## config.mk

```make
export PLATFORM = sky130hd
export DESIGN_NAME = cmdq_consumer
export DESIGN_NICKNAME = d
export VERILOG_FILES = /design/src/rtl/cmdq_pkg.sv /design/src/rtl/cmdq_regs.sv /design/src/rtl/cmdq_decode.sv /design/src/rtl/cmdq_errctl.sv /design/src/rtl/cmdq_consumer.sv
export SDC_FILE = /design/constraint.sdc
export NUM_CORES = 1
export LEC_CHECK = 0
export BUFFER_PORTS_ARGS = -buffer_cell sky130_fd_sc_hd__buf_2
export CELL_PAD_IN_SITES_DETAIL_PLACEMENT = 0
export CELL_PAD_IN_SITES_GLOBAL_PLACEMENT = 2
export CORE_MARGIN = 1
export CORE_UTILIZATION = 31
export DETAILED_ROUTE_END_ITERATION = 7
export PLACE_DENSITY_LB_ADDON = 0.1
export SETUP_SLACK_MARGIN = 0.3
export SLEW_MARGIN = 40
export SYNTH_ARGS = -nofsm -noshare
export SYNTH_HDL_FRONTEND = slang
export SYNTH_SLANG_ARGS = --single-unit
```

## constraint.sdc

```tcl
create_clock -name clk -period 7.12 [get_ports clk]
set_clock_uncertainty 0.15 [all_clocks]
set_input_delay 1.424 -clock clk [delete_from_list [all_inputs] [get_ports clk]]
set_output_delay 1.424 -clock clk [all_outputs]
set_load 0.02 [all_outputs]
```

## src/rtl/cmdq_pkg.sv

```systemverilog
// Shared types, opcode values and command field positions for the command
// queue consumer. Assumes 64-bit commands stored 8 bytes apart in memory.
package cmdq_pkg;
    localparam int CMD_W       = 64;
    localparam int ENTRY_SHIFT = 3;
    localparam int LG_W        = 5;

    // command field positions
    localparam int F_SEC     = 8;
    localparam int F_CS_LSB  = 9;
    localparam int F_RNG_LSB = 11;
    localparam int F_ID_LSB  = 16;
    localparam int F_AD_LSB  = 32;
    localparam logic [1:0] CS_IRQ = 2'b01;

    // opcodes
    localparam logic [7:0] OP_PF_CFG       = 8'h01;
    localparam logic [7:0] OP_PF_ADDR      = 8'h02;
    localparam logic [7:0] OP_CFG_STREAM   = 8'h03;
    localparam logic [7:0] OP_CFG_RANGE    = 8'h04;
    localparam logic [7:0] OP_CFG_CTX      = 8'h05;
    localparam logic [7:0] OP_CFG_CTX_ALL  = 8'h06;
    localparam logic [7:0] OP_TLB_ASID     = 8'h11;
    localparam logic [7:0] OP_TLB_ALL      = 8'h12;
    localparam logic [7:0] OP_TLB_ALL_NS   = 8'h13;
    localparam logic [7:0] OP_TLB_ADDR_ANY = 8'h14;
    localparam logic [7:0] OP_TLB_ADDR     = 8'h15;
    localparam logic [7:0] OP_NOOP_LO      = 8'h20;
    localparam logic [7:0] OP_NOOP_HI      = 8'h2B;
    localparam logic [7:0] OP_SYNC         = 8'h46;

    typedef enum logic [2:0] {
        INV_NONE     = 3'd0,
        INV_STREAM   = 3'd1,
        INV_RANGE    = 3'd2,
        INV_ASID     = 3'd3,
        INV_ADDR     = 3'd4,
        INV_ADDR_ANY = 3'd5,
        INV_ALL      = 3'd6
    } inv_kind_e;

    typedef enum logic [1:0] {
        ERR_NONE    = 2'd0,
        ERR_ILLEGAL = 2'd1,
        ERR_ABORT   = 2'd2
    } err_code_e;

    typedef enum logic [2:0] {
        SEL_CTRL = 3'd0,
        SEL_BASE = 3'd1,
        SEL_PROD = 3'd2,
        SEL_CONS = 3'd3,
        SEL_ACK  = 3'd4
    } reg_sel_e;

    typedef enum logic [1:0] {
        ST_IDLE,
        ST_CHECK,
        ST_FETCH,
        ST_EXEC
    } cq_state_e;
endpackage

```

## src/rtl/cmdq_regs.sv

```systemverilog
// Queue registers: enable, base/size, producer and consumer indices.
// Derives the empty condition and the read address of the current entry.
// Assumes MAX_LG2 < 31; indices keep a wrap bit at position lg2.
module cmdq_regs
    import cmdq_pkg::*;
#(
    parameter int MAX_LG2 = 4,
    parameter int ADDR_W  = 32
) (
    input  logic                 clk,
    input  logic                 rst_n,
    input  logic                 reg_we,
    input  logic [2:0]           reg_sel,
    input  logic [31:0]          reg_wdata,
    input  logic                 advance,
    output logic                 en,
    output logic [LG_W-1:0]      lg2,
    output logic [MAX_LG2:0]     prod,
    output logic [MAX_LG2:0]     cons,
    output logic                 empty,
    output logic [ADDR_W-1:0]    rd_addr
);
    localparam int PW = MAX_LG2 + 1;
    localparam logic [LG_W-1:0] LG_MAX = LG_W'(MAX_LG2);

    logic              en_q;
    logic [LG_W-1:0]   lg_q;
    logic [ADDR_W-1:0] base_q;
    logic [PW-1:0]     prod_q, cons_q;
    logic [PW-1:0]     wrap_mask, idx_mask, slot;

    // masks covering index plus wrap, and index alone
    always_comb begin
        wrap_mask = {PW{1'b1}} >> (LG_MAX - lg_q);
        idx_mask  = {PW{1'b1}} >> (LG_W'(PW) - lg_q);
        slot      = cons_q & idx_mask;
        empty     = ((prod_q ^ cons_q) & wrap_mask) == '0;
        rd_addr   = base_q + (ADDR_W'(slot) << ENTRY_SHIFT);
    end

    // register updates from software writes and consumer advance
    always_ff @(posedge clk) begin
        if (!rst_n) begin
            en_q   <= 1'b0;
            lg_q   <= '0;
            base_q <= '0;
            prod_q <= '0;
            cons_q <= '0;
        end else begin
            if (reg_we && reg_sel == SEL_CTRL)
                en_q <= reg_wdata[0];
            if (reg_we && reg_sel == SEL_BASE) begin
                base_q <= ADDR_W'({reg_wdata[31:5], 5'b0});
                lg_q   <= (reg_wdata[4:0] > LG_MAX) ? LG_MAX : reg_wdata[4:0];
            end
            if (reg_we && reg_sel == SEL_PROD)
                prod_q <= reg_wdata[PW-1:0];
            if (reg_we && reg_sel == SEL_CONS)
                cons_q <= reg_wdata[PW-1:0];
            else if (advance)
                cons_q <= (cons_q + 1'b1) & wrap_mask;
        end
    end

    assign en   = en_q;
    assign lg2  = lg_q;
    assign prod = prod_q;
    assign cons = cons_q;
endmodule

```

## src/rtl/cmdq_decode.sv

```systemverilog
// Combinational decode of the low word of a command into an action:
// invalidate kind with stream/ASID bounds, sync interrupt, or illegal.
// Assumes SID_W <= 16 (the ID field is 16 bits wide).
module cmdq_decode
    import cmdq_pkg::*;
#(
    parameter int SID_W = 16
) (
    input  logic [31:0]      cmd_lo,
    output logic             illegal,
    output logic             sync_req,
    output inv_kind_e        kind,
    output logic [SID_W-1:0] lo,
    output logic [SID_W-1:0] hi
);
    localparam logic [63:0] SID_MAX = 64'({SID_W{1'b1}});

    logic [7:0]       op;
    logic             sec;
    logic [1:0]       cs;
    logic [4:0]       rng;
    logic [SID_W-1:0] id;
    logic [63:0]      range_sum;
    logic [SID_W-1:0] range_end;

    // field extraction and saturating range end
    always_comb begin
        op        = cmd_lo[7:0];
        sec       = cmd_lo[F_SEC];
        cs        = cmd_lo[F_CS_LSB +: 2];
        rng       = cmd_lo[F_RNG_LSB +: 5];
        id        = cmd_lo[F_ID_LSB +: SID_W];
        range_sum = 64'(id) + ((64'd1 << ({1'b0, rng} + 6'd1)) - 64'd1);
        range_end = (range_sum > SID_MAX) ? {SID_W{1'b1}} : range_sum[SID_W-1:0];
    end

    // opcode to action mapping
    always_comb begin
        illegal  = 1'b0;
        sync_req = 1'b0;
        kind     = INV_NONE;
        lo       = id;
        hi       = id;
        case (op) inside
            OP_CFG_STREAM, OP_CFG_CTX, OP_CFG_CTX_ALL: begin
                if (sec) illegal = 1'b1;
                else     kind    = INV_STREAM;
            end
            OP_CFG_RANGE: begin
                if (sec) illegal = 1'b1;
                else begin
                    kind = INV_RANGE;
                    hi   = range_end;
                end
            end
            OP_TLB_ASID:               kind = INV_ASID;
            OP_TLB_ALL, OP_TLB_ALL_NS: kind = INV_ALL;
            OP_TLB_ADDR_ANY:           kind = INV_ADDR_ANY;
            OP_TLB_ADDR:               kind = INV_ADDR;
            OP_SYNC:                   sync_req = (cs == CS_IRQ);
            OP_PF_CFG, OP_PF_ADDR, [OP_NOOP_LO:OP_NOOP_HI]: begin
            end
            default:                   illegal = 1'b1;
        endcase
    end
endmodule

```

## src/rtl/cmdq_errctl.sv

```systemverilog
// Global error handshake: a flag toggled by the consumer and an acknowledge
// bit written by software; a difference between them means pending.
// Assumes the consumer raises only while nothing is pending.
module cmdq_errctl
    import cmdq_pkg::*;
(
    input  logic      clk,
    input  logic      rst_n,
    input  logic      raise,
    input  err_code_e raise_code,
    input  logic      ack_we,
    input  logic      ack_bit,
    output logic      flag,
    output logic      ack,
    output err_code_e code,
    output logic      pending
);
    logic      flag_q, ack_q;
    err_code_e code_q;

    assign pending = flag_q ^ ack_q;

    // flag toggle on a new error, code capture, acknowledge store
    always_ff @(posedge clk) begin
        if (!rst_n) begin
            flag_q <= 1'b0;
            ack_q  <= 1'b0;
            code_q <= ERR_NONE;
        end else begin
            if (raise && !pending) begin
                flag_q <= ~flag_q;
                code_q <= raise_code;
            end
            if (ack_we)
                ack_q <= ack_bit;
        end
    end

    assign flag = flag_q;
    assign ack  = ack_q;
    assign code = code_q;
endmodule

```

## src/rtl/cmdq_consumer.sv

```systemverilog
// Top of the command queue consumer. A kick (write to control, producer or
// acknowledge) starts a loop: check empty/pending, fetch one entry, execute
// it, advance the consumer index, repeat. Errors stop the loop without
// advancing. Assumes the memory port answers every request eventually.
module cmdq_consumer
    import cmdq_pkg::*;
#(
    parameter int MAX_LG2 = 4,
    parameter int SID_W   = 16,
    parameter int ADDR_W  = 32
) (
    input  logic               clk,
    input  logic               rst_n,
    input  logic               reg_we,
    input  logic [2:0]         reg_sel,
    input  logic [31:0]        reg_wdata,
    output logic               mem_rd_req,
    output logic [ADDR_W-1:0]  mem_rd_addr,
    input  logic               mem_rd_valid,
    input  logic               mem_rd_err,
    input  logic [63:0]        mem_rd_data,
    output logic               inv_valid,
    output logic [2:0]         inv_kind,
    output logic [SID_W-1:0]   inv_lo,
    output logic [SID_W-1:0]   inv_hi,
    output logic [31:0]        inv_addr,
    output logic               sync_irq,
    output logic [4:0]         cq_lg2,
    output logic [MAX_LG2:0]   cq_prod,
    output logic [MAX_LG2:0]   cq_cons,
    output logic               err_flag,
    output logic               err_ack,
    output logic [1:0]         err_code
);
    cq_state_e        state_q, state_d;
    logic             kick, kick_q;
    logic [63:0]      cmd_q;
    logic             rerr_q;
    logic             en, empty, pending;
    logic             dec_illegal, dec_sync;
    inv_kind_e        dec_kind;
    logic [SID_W-1:0] dec_lo, dec_hi;
    logic             in_exec, fail, advance, raise;
    err_code_e        raise_code, code;

    assign kick = reg_we && (reg_sel == SEL_PROD || reg_sel == SEL_CTRL ||
                             reg_sel == SEL_ACK);

    cmdq_regs #(.MAX_LG2(MAX_LG2), .ADDR_W(ADDR_W)) u_regs (
        .clk(clk), .rst_n(rst_n),
        .reg_we(reg_we), .reg_sel(reg_sel), .reg_wdata(reg_wdata),
        .advance(advance),
        .en(en), .lg2(cq_lg2), .prod(cq_prod), .cons(cq_cons),
        .empty(empty), .rd_addr(mem_rd_addr)
    );

    cmdq_decode #(.SID_W(SID_W)) u_dec (
        .cmd_lo(cmd_q[31:0]),
        .illegal(dec_illegal), .sync_req(dec_sync), .kind(dec_kind),
        .lo(dec_lo), .hi(dec_hi)
    );

    cmdq_errctl u_err (
        .clk(clk), .rst_n(rst_n),
        .raise(raise), .raise_code(raise_code),
        .ack_we(reg_we && reg_sel == SEL_ACK), .ack_bit(reg_wdata[0]),
        .flag(err_flag), .ack(err_ack), .code(code), .pending(pending)
    );

    // outcome of the command held in the execute stage
    always_comb begin
        in_exec    = (state_q == ST_EXEC);
        fail       = rerr_q || dec_illegal;
        advance    = in_exec && !fail;
        raise      = in_exec && fail;
        raise_code = rerr_q ? ERR_ABORT : ERR_ILLEGAL;
    end

    // next-state selection for the consume loop
    always_comb begin
        state_d = state_q;
        case (state_q)
            ST_IDLE:  if (kick_q && en) state_d = ST_CHECK;
            ST_CHECK: state_d = (!en || empty || pending) ? ST_IDLE : ST_FETCH;
            ST_FETCH: if (mem_rd_valid) state_d = ST_EXEC;
            ST_EXEC:  state_d = fail ? ST_IDLE : ST_CHECK;
            default:  state_d = ST_IDLE;
        endcase
    end

    // state, kick latch and fetched command capture
    always_ff @(posedge clk) begin
        if (!rst_n) begin
            state_q <= ST_IDLE;
            kick_q  <= 1'b0;
            cmd_q   <= '0;
            rerr_q  <= 1'b0;
        end else begin
            state_q <= state_d;
            if (kick)
                kick_q <= 1'b1;
            else if (state_q == ST_IDLE && en)
                kick_q <= 1'b0;
            if (state_q == ST_FETCH && mem_rd_valid) begin
                cmd_q  <= mem_rd_data;
                rerr_q <= mem_rd_err;
            end
        end
    end

    assign mem_rd_req = (state_q == ST_FETCH);
    assign inv_valid  = advance && (dec_kind != INV_NONE);
    assign inv_kind   = dec_kind;
    assign inv_lo     = dec_lo;
    assign inv_hi     = dec_hi;
    assign inv_addr   = cmd_q[F_AD_LSB +: 32];
    assign sync_irq   = advance && dec_sync;
    assign err_code   = code;
endmodule

```

==> results_dict.tcl <==
set metrics [dict create \
    leakagePower_nw 6.15 \
    startpoint_type "flop" \
    cp-startpoint "cmd_q[11]" \
    synth_cells 1599 \
    critical_path_class "flop to output port" \
    antenna_left 0 \
    hold_depth 2 \
    placed_cells 2216 \
    drc 0 \
    grt_pass1_wl_um 59300 \
    cts_buffer_depth 2 \
    rows 68 \
    cts.sinks 115 \
    setup_ws_ns 0.539 \
    antenna_found_initial 3 \
    fmax_mhz 152 \
    synth_edf_count 0 \
    relSlewSlack_pct 45.2 \
    die_w_um 189 \
    arrival_ns 5.01 \
    diodes 0 \
    drt_iter0_drc 707 \
    dp_hpwl_um 29300 \
    crit_chain "nor2b_1, buf_4, nand2_1, ha_1, nand2_1, o21ai_0, a221oi_2, a21boi_0, o31ai_1, mux2_2, o311ai_0, nand3b_1, nor4_4, buf_4, buf_6, a31oi_1, buf_2" \
    cts_tree "done" \
    tightest_slew_ns 0.822 \
    grt_max_degree 72 \
    start_util_pct 31.4 \
    setup_viol 0 \
    tns_ns 0 \
    r2r-start "cmd_q[2]" \
    drtPass1Iterations 6 \
    fin_cells 2252 \
    slowest_delay_ns 0.58 \
    hold_viol_final 0 \
    synth-seq-cells 115 \
    slew_viol_final 0 \
    port_buffers 221 \
    ys.warnings.count 0 \
    wirelength_um 37500 \
    r2r_slack_ns 4.37 \
    cts_made_buffers 17 \
    num-nets-final 1976 \
    clkTransAtPathRegs_ns 0.06 \
    cpLargestDelayFamily "compound AO/OA/AOI/OAI gates" \
    min_from "cmd_q[35]" \
    hold_class "flop to flop" \
    globalplace.congestion 0.904 \
    dieArea_mm2 0.0356 \
    crit_required_ns 5.55 \
    critPathSlowestCell "a21boi_0" \
    vias 11500 \
    grtUsageTotal_pct 20.8 \
    powerDensity_mw_per_mm2 140 \
    wl_per_cell_um 16.7 \
    cts_max_level 4 \
    rsz0062_at_grt "false" \
    crit_buf_inv 4 \
    root_buffer "clkbuf_16" \
    overflow 0 \
    grt_pass1_vias 10900 \
    yosys_most_used_dff "dfxtp_1" \
    min_to "cmd_q[35]" \
    ir_drop_uv 151 \
    finalCritPeriodShare_pct 92.4 \
    cp_max_fo 9 \
    yosysSeqAreaShare_pct 21.3 \
    timing.final.crit_period_ns 6.58 \
    syn_avg_cell_area_um2 6.76 \
    drt-vias-per-instance 5.10 \
    io_pins 225 \
    r2r_cells 10 \
    end_kind "output port" \
    drive_above_1_share_pct 17.8 \
    synth_area_mm2 0.0108 \
    synth_async_sr_flop_share_pct 0 \
    insertion_delay_ns 0.43 \
    area_growth_pct 18.8 \
    status "finished clean" \
    synth.distinct_cells 79 \
    place_ws_ns 0.0246 \
    die_h_um 189 \
    design.core.area_mm2 0.0345 \
    r2r-end "u_regs.cons[4]" \
    drv_cap 0 \
]
-- cell usage after synthesis (all sizes together), types with 6 or more instances --
cell,number,share of area (%)
a211oi,14,0.97
a21o,15,1.0
a21oi,204,9.5
a31oi,23,1.3
and2,9,0.52
and3,16,0.93
buf,66,4.3
clkbuf,68,2.4
dfxtp,115,21
ha,85,9.8
inv,89,3.1
mux2i,11,1.0
nand2,341,12
nand2b,10,0.58
nand3,27,1.2
nand4,38,2.3
nor2,120,4.2
nor2b,9,0.52
nor3,30,1.4
nor4,9,0.66
o211ai,17,1.2
o21a,19,1.3
o21ai,78,3.6
o31ai,8,0.56
or3,6,0.39
xnor2,40,3.2
xor2,27,2.2
-- layer usage --
layer / vias up / routed length (µm) / track usage [%]
li1: 5860 / - / -
met1: 5322 / 17800 / 27.7
met2: 266 / 17100 / 34.0
met3: 42 / 1800 / 3.80
met4: 4 / 738 / 6.08
met5: - / 20 / 0
-- final cells by class --
cell class              count  area, µm²
fillers                  3871      21600
repair buffers            240       1250
inverters                  89        335
clock inverters            11        106
clock buffers              20        447
multi-input cells        1322       7820
well taps                 455        569
flip-flops and latches    115       2310
-- report_power, final --
group	leakage, nW	internal (W)	switching (W)	total, W
Clock	0.263	0.000488	0.000324	0.000812
Sequential	0.930	0.000649	0.00000708	0.000656
Combinational	4.96	0.000123	0.000212	0.000336
Total	6.15	0.00126	0.000543	0.00180
-- worst max-delay path by stage --
stage                 end  slack [ns]  depth (start not counted)
2_1_floorplan  inv_hi[10]        1.30                         19
3_3_place_gp   inv_hi[11]        0.14                         17
3_5_place_dp    inv_hi[4]        0.02                         17
4_1_cts         inv_hi[4]        0.31                         15
5_1_grt        inv_hi[14]        0.31                         19
6_report        inv_hi[4]        0.54                         17
-- worst min-delay path: cells and delay by family, from the launching register on --
kind,cells,cell delay (ns)
flip-flops,1,0.31
AND/OR/NAND/NOR,1,0.05
AO/OA/AOI/OAI,1,0.05
-- logic make-up after synthesis --
group / share of synthesized area [%]
other: 0.0695
muxes: 1.33
adders and majority gates: 10.2
and+or+nand+nor: 27.4
AOI/OAI and AO/OA: 24.5
DFF: 21.3
xor gates and xnor gates: 5.43
buffers and inverters: 9.76
-- sequential cells by signal, summed over array words and instances (netlist names), named ones only --
signal and count:
cmd_q 64, u_regs.base_q 27, u_regs.cons 5, u_regs.lg2 5
u_regs.prod 5, u_err.code 2, kick_q 1, rerr_q 1
state_q 1, u_err.ack 1, u_err.flag 1, u_regs.en 1
-- per-stage QoR --
stage	power (W)	hold slack [ns]	util [%]	cell area, µm²
finish	0.00180	0.300	37.3	12800
global route	0.00189	0.320	37.3	12800
CTS	0.00179	0.304	36.9	12700
detailed placement	0.000957	0.295	35.1	12100
global placement	0.000956	0.289	35.1	12100
floorplan	0.000890	0.282	-	11000
-- layout by cell type (no fill, tap or decap), types with 7 or more instances in the layout --
master	n
a21oi_1	200
and2_1	7
o21ai_0	69
buf_2	221
o31ai_1	8
nand4_1	37
nand2_1	340
conb_1	63
xnor2_1	40
inv_1	88
nor2_1	118
nand2b_1	10
buf_4	18
mux2i_1	11
o21a_1	19
nor2b_1	9
nor3_1	28
a211oi_1	13
ha_2	7
dfxtp_1	111
and3_1	15
a31oi_1	21
nor4_1	7
a21o_1	15
nand3_1	27
o21ai_1	7
clkbuf_16	17
o211ai_1	17
xor2_1	27
ha_1	78
-- repair_timing --
item | CTS | global route
gates resized for setup | 11 | 33
endpoints found under the setup margin | 16 | 16
setup buffers | 0 | 4
pin swaps | 0 | 5
hold buffers | 0 | 0
gates cloned | 0 | 1
No activity file was read; power rests on OpenSTA's default activity.
